==> src/rtl/fpbs_pkg.sv <==
package fpbs_pkg;
  localparam int NPH  = 4;
  localparam int PH_W = $clog2(NPH);
  typedef logic [PH_W-1:0] ph_t;
  localparam ph_t PH1 = ph_t'(0);
  localparam ph_t PH2 = ph_t'(1);
  localparam ph_t PH3 = ph_t'(2);
  localparam ph_t PH4 = ph_t'(NPH - 1);

  typedef enum logic [2:0] {
    S_IDLE,
    S_ADDR,
    S_RDAT,
    S_WDAT,
    S_REND,
    S_WEND
  } seq_st_e;
endpackage

==> src/rtl/fpbs_phase_gen.sv <==
module fpbs_phase_gen
  import fpbs_pkg::*;
(
  input  logic clk,
  input  logic rst_n,
  output ph_t  ph
);
  always_ff @(posedge clk or negedge rst_n) begin
    if (!rst_n) ph <= PH1;
    else if (ph == PH4) ph <= PH1;
    else ph <= ph + ph_t'(1);
  end
endmodule

==> src/rtl/fpbs_ctrl.sv <==
module fpbs_ctrl
  import fpbs_pkg::*;
(
  input  logic    clk,
  input  logic    rst_n,
  input  ph_t     ph,
  input  logic    req_valid,
  input  logic    req_write,
  input  logic    reply_i,
  input  logic    busy_i,
  output logic    req_ready,
  output logic    accept,
  output logic    sel_addr,
  output logic    capture,
  output logic    done,
  output logic    sync_o,
  output logic    din_o,
  output logic    dout_o,
  output logic    bus_oe
);
  seq_st_e st;
  logic    is_wr;
  logic    rep;
  logic    ok;
  logic    in_data;
  logic    last_ph;

  assign in_data   = (st == S_RDAT) || (st == S_WDAT);
  assign last_ph   = (ph == PH4);
  assign req_ready = (st == S_IDLE) && last_ph && !busy_i;
  assign accept    = req_ready && req_valid;
  assign capture   = (st == S_RDAT) && (ph == PH3) && reply_i;
  assign sel_addr  = (st == S_ADDR);

  always_ff @(posedge clk or negedge rst_n) begin
    if (!rst_n) begin
      st    <= S_IDLE;
      is_wr <= 1'b0;
      rep   <= 1'b0;
      ok    <= 1'b0;
      done  <= 1'b0;
    end else begin
      done <= in_data && (ph == PH3) && reply_i;
      if (in_data && (ph == PH3)) ok <= reply_i;
      unique case (st)
        S_IDLE: begin
          if (accept) begin
            st    <= S_ADDR;
            is_wr <= req_write;
            rep   <= 1'b0;
            ok    <= 1'b0;
          end
        end
        S_ADDR: if (last_ph) st <= is_wr ? S_WDAT : S_RDAT;
        S_RDAT: begin
          if (last_ph) begin
            if (ok) st <= S_REND;
            else rep <= 1'b1;
          end
        end
        S_WDAT: begin
          if (last_ph) begin
            if (ok) st <= S_WEND;
            else rep <= 1'b1;
          end
        end
        S_REND, S_WEND: if (last_ph) st <= S_IDLE;
        default: st <= S_IDLE;
      endcase
    end
  end

  always_comb begin
    sync_o = 1'b0;
    din_o  = 1'b0;
    dout_o = 1'b0;
    bus_oe = 1'b0;
    unique case (st)
      S_ADDR: begin
        bus_oe = 1'b1;
        sync_o = (ph != PH1);
      end
      S_RDAT: begin
        sync_o = 1'b1;
        din_o  = rep || (ph != PH1);
      end
      S_WDAT: begin
        sync_o = 1'b1;
        dout_o = 1'b1;
        bus_oe = 1'b1;
      end
      S_REND: begin
        sync_o = (ph == PH1);
        din_o  = (ph == PH1);
      end
      S_WEND: begin
        sync_o = (ph == PH1);
        dout_o = (ph != PH4);
        bus_oe = 1'b1;
      end
      default: ;
    endcase
  end
endmodule

==> src/rtl/fpbs_datapath.sv <==
module fpbs_datapath #(
  parameter int BUS_W = 16
) (
  input  logic             clk,
  input  logic             rst_n,
  input  logic             accept,
  input  logic             sel_addr,
  input  logic             bus_oe,
  input  logic             capture,
  input  logic [BUS_W-1:0] req_addr,
  input  logic [BUS_W-1:0] req_wdata,
  input  logic [BUS_W-1:0] bus_in,
  output logic [BUS_W-1:0] bus_out,
  output logic [BUS_W-1:0] rdata
);
  logic [BUS_W-1:0] addr_q;
  logic [BUS_W-1:0] wdata_q;

  always_ff @(posedge clk or negedge rst_n) begin
    if (!rst_n) begin
      addr_q  <= '0;
      wdata_q <= '0;
      rdata   <= '0;
    end else begin
      if (accept) begin
        addr_q  <= req_addr;
        wdata_q <= req_wdata;
      end
      if (capture) rdata <= bus_in;
    end
  end

  always_comb begin
    if (!bus_oe) bus_out = '0;
    else if (sel_addr) bus_out = addr_q;
    else bus_out = wdata_q;
  end
endmodule

==> src/rtl/fourph_bus_seq.sv <==
module fourph_bus_seq
  import fpbs_pkg::*;
#(
  parameter int BUS_W = 16
) (
  input  logic             clk,
  input  logic             rst_n,
  input  logic             req_valid,
  output logic             req_ready,
  input  logic             req_write,
  input  logic [BUS_W-1:0] req_addr,
  input  logic [BUS_W-1:0] req_wdata,
  output logic             rsp_valid,
  output logic [BUS_W-1:0] rsp_rdata,
  output logic [BUS_W-1:0] bus_out,
  output logic             bus_oe,
  input  logic [BUS_W-1:0] bus_in,
  output logic             sync_o,
  output logic             din_o,
  output logic             dout_o,
  input  logic             reply_i,
  input  logic             busy_i
);
  ph_t  ph_q;
  logic accept;
  logic sel_addr;
  logic capture;

  fpbs_phase_gen u_phase (
    .clk   (clk),
    .rst_n (rst_n),
    .ph    (ph_q)
  );

  fpbs_ctrl u_ctrl (
    .clk       (clk),
    .rst_n     (rst_n),
    .ph        (ph_q),
    .req_valid (req_valid),
    .req_write (req_write),
    .reply_i   (reply_i),
    .busy_i    (busy_i),
    .req_ready (req_ready),
    .accept    (accept),
    .sel_addr  (sel_addr),
    .capture   (capture),
    .done      (rsp_valid),
    .sync_o    (sync_o),
    .din_o     (din_o),
    .dout_o    (dout_o),
    .bus_oe    (bus_oe)
  );

  fpbs_datapath #(.BUS_W(BUS_W)) u_dp (
    .clk       (clk),
    .rst_n     (rst_n),
    .accept    (accept),
    .sel_addr  (sel_addr),
    .bus_oe    (bus_oe),
    .capture   (capture),
    .req_addr  (req_addr),
    .req_wdata (req_wdata),
    .bus_in    (bus_in),
    .bus_out   (bus_out),
    .rdata     (rsp_rdata)
  );
endmodule

==> config.mk <==
export PLATFORM = sky130hd
export DESIGN_NAME = fourph_bus_seq
export DESIGN_NICKNAME = d
export VERILOG_FILES = /design/src/rtl/fpbs_pkg.sv /design/src/rtl/fpbs_phase_gen.sv /design/src/rtl/fpbs_ctrl.sv /design/src/rtl/fpbs_datapath.sv /design/src/rtl/fourph_bus_seq.sv
export SDC_FILE = /design/constraint.sdc
export NUM_CORES = 1
export LEC_CHECK = 0
export ABC_AREA = 1
export BUFFER_PORTS_ARGS = -buffer_cell sky130_fd_sc_hd__buf_2
export CAP_MARGIN = 25
export CORE_UTILIZATION = 35
export CTS_CLUSTER_DIAMETER = 50
export CTS_CLUSTER_SIZE = 28
export DETAILED_ROUTE_END_ITERATION = 8
export MAX_ROUTING_LAYER = met4
export PLACE_DENSITY = 0.56
export REMOVE_ABC_BUFFERS = 1
export SLEW_MARGIN = 0
export SYNTH_ARGS = -nofsm -noshare
export SYNTH_HDL_FRONTEND = slang
export SYNTH_SLANG_ARGS = --single-unit
==> constraint.sdc <==
create_clock -name clk -period 2.2 [get_ports clk]
set_input_delay 0.11 -clock clk [delete_from_list [all_inputs] [get_ports clk]]
set_output_delay 0.11 -clock clk [all_outputs]
set_load 0.1 [all_outputs]
==> metrics list <==
- The via count of the first global-routing pass came to 2,467.
* Number of antenna violations at the first check in global routing: 0
* Number of register bits inferred by synthesis: 57
- After detailed routing, the average wire length per cell comes to 12.45 um.
* TritonCTS Buffers: 9
- For this run, design rule violations remaining after detail routing come to 1.
- Average vias per placed instance: 4.591
- Count of TritonRoute iterations in the first routing pass: 6
* Floorplan die area: 8318 um2
* Number of antenna repair diodes: 0
- Violations in the final reports: DRC
* Root buffer selected by CTS: sky130_fd_sc_hd__clkbuf_8
- Clock tree synthesis found a total of 57 sinks.
* Cells after Synth: 334
* Die width: 91.21 um
- The critical path starts at u_ctrl.st[0].
- First-pass GRT wire length: 11,560 um
- In the global route stage, overall resource usage came out at 18.05%.
- Clock latency at the later pin of the worst-skew pair: 330 ps
- Summed negative setup slack over all endpoints: 0 ps
- Grt ovf: 0
- Layout cell share with drive strength beyond 1: 29.27%
- In this run the number of H-tree levels came out at 3.
- The clock period could shrink to 2039 ps.
- Clock-pin slew on the worst setup and hold paths: 70 ps
- Cells fill 48.93% of the core in the end.
- From synthesis to final layout, the design area changed by 35.76%.
- The worst setup path is captured at a primary output.
- Max-cap violations in this run came to 0.
* Share of synthesized area occupied by flip-flops and latches: 51.21%
- Final hold analysis gives a worst-case slack of 16.94 ps.
- Setup repair after global routing left no endpoint under its margin.
- The routed layout has 2,539 vias.
- TritonCTS clock tree: built
* Count of antenna-violating nets left after detailed routing: 0
* Post-route setup slack: 160.7 ps
- Path category of the worst min-delay check: in -> reg
* Top-Level Pins: 92
* Netlist area before placement: 2785 um2
- Row generation in the floorplan step produced 32 rows.
- Data on the critical path is required at its endpoint by 2090 ps.
- Highest net fanout along the worst path: 10
- Worst r2r src: u_phase.ph[0]
- Height of the die: 91.21 um
- Worst clock skew: 13.21 ps
- Max-slew headroom: 50.99%
- At the placement stage, the worst setup path has a slack of 404.5 ps.
- The core region is 7727 um2.
- Ys Warns: 0
- At the pin with the least slew margin, the transition time is 735.1 ps.
* Number of distinct standard cells referenced by the synthesized netlist: 27
- For this run, the post-layout net count is 508.
- Port Buffer Count: 91
* Share of the cycle needed by the critical path after routing: 92.69%
- Weighted congestion reported at the end of routability-driven placement: 0.7965
* Run status: finished, violations left
- The critical path is of the reg -> out type.
- Count of routing violations after the opening detailed-route iteration: 152
- Critical path launch point type: register
- Worst path arrival time: 1930 ps
- The wire-length estimate of the detail-placed layout is 4435 um.
* Maximum clock frequency: 490.4 MHz
- Initial standard-cell utilization of the core: 36.04%
* Slew Limit Fails: 0
- Final hold violation count: 0
- Number of setup violations in the final report: 0
- The worst hold path begins at req_addr[10].
- In this run the mean area of a mapped cell was 8.339 um2.
- Sum of routed wire length over all layers: 6886 um
- Pin count of the biggest net entering global routing: 58
- Number of buffers on the longest clock path: 2
## flip-flops by register name (all words and copies together) (netlist names)
signal	flops
u_dp.addr_q	16
u_dp.rdata	16
u_ctrl.st	3
u_ctrl.rep	1
u_dp.wdata_q	16
u_phase.ph	2
u_ctrl.done	1
u_ctrl.ok	1
u_ctrl.is_wr	1
## worst paths after layout
check | to | slack (ps) | cells past startpoint
worst max register to register | u_dp.wdata_q[8] | 590 | 6
worst min-delay path | u_dp.addr_q[10] | 20 | 3
worst max-delay path | bus_out[15] | 160 | 7
max in group asynchronous | u_ctrl.st[1] | 1220 | 3
worst min register to register | u_phase.ph[0] | 460 | 1
min in group asynchronous | u_dp.addr_q[10] | 460 | 3
## cell usage after synthesis, drive strengths merged
cell type	n	area, um2
a21oi	1	5.000
a32oi	1	8.760
buf	13	121.4
clkbuf	3	11.26
dfrtp	57	1426
ha	7	87.58
inv	30	117.6
nand2	133	509.2
nand3	53	282.8
nand4	1	6.260
nor2	8	42.54
o21ai	24	146.4
o22ai	1	6.260
o31ai	1	7.510
or2	1	6.260
## metrics by stage
stage          cell area (um2)  std cells
2_1_floorplan             2653        318
3_3_place_gp              3333        516
3_5_place_dp              3333        516
4_1_cts                   3747        553
5_1_grt                   3781        553
6_report                  3781        553
## layout make-up
type | instances | area (um2)
fillers | 770 | 3946
clock inverters | 5 | 56.30
flip-flops and latches | 57 | 1428
well taps | 102 | 127.6
clock buffers | 10 | 137.6
multi-input cells | 231 | 1109
inverters | 30 | 117.6
repair buffers | 118 | 805.8
## layout by cell type, fill, tap and decap left out, drive strengths merged
master,count
ha,7
or2,1
nand4,1
a21oi,1
a32oi,1
clkinv,3
dlygate4sd3,22
inv,30
dfrtp,57
o21ai,24
clkinvlp,1
buf,83
o31ai,1
nand3,53
o22ai,1
nand2,133
clkbuf,23
nor2,8
bufinv,1
## logic make-up (layout without fill, tap and decap cells)
kind of cell,Yosys count,count (layout),share of synthesized area (%)
adders and majority gates,7,7,3.145
and+or+nand+nor,196,196,30.41
buffers and inverters,46,163,8.985
DFF,57,57,51.21
AOI/OAI and AO/OA,28,28,6.244
## critical path: stages (launching register included)
cell                       delay [ps]
sky130_fd_sc_hd__dfrtp_1          410
sky130_fd_sc_hd__inv_2            130
sky130_fd_sc_hd__nor2_2            70
sky130_fd_sc_hd__nand2_2          220
sky130_fd_sc_hd__buf_4            240
sky130_fd_sc_hd__nand3_1          100
sky130_fd_sc_hd__nand2_1          100
sky130_fd_sc_hd__clkbuf_4         330
## what timing repair did
item / in CTS / in global routing
setup endpoints to repair: 0 / 13
hold endpoints to repair: 78 / 0
hold buffers: 22 / 0
resized for setup: 0 / 14
setup buffers: 0 / 0
## routing by layer
metal  track usage [%]  routed length (um)
met4             6.217                  80
met1             21.77                3172
met5                 -                   0
met3             4.188                 199
met2             29.73                3434
Power is not shown: default switching activity piles up to over one toggle a cycle in this logic, so the estimate is an artifact.
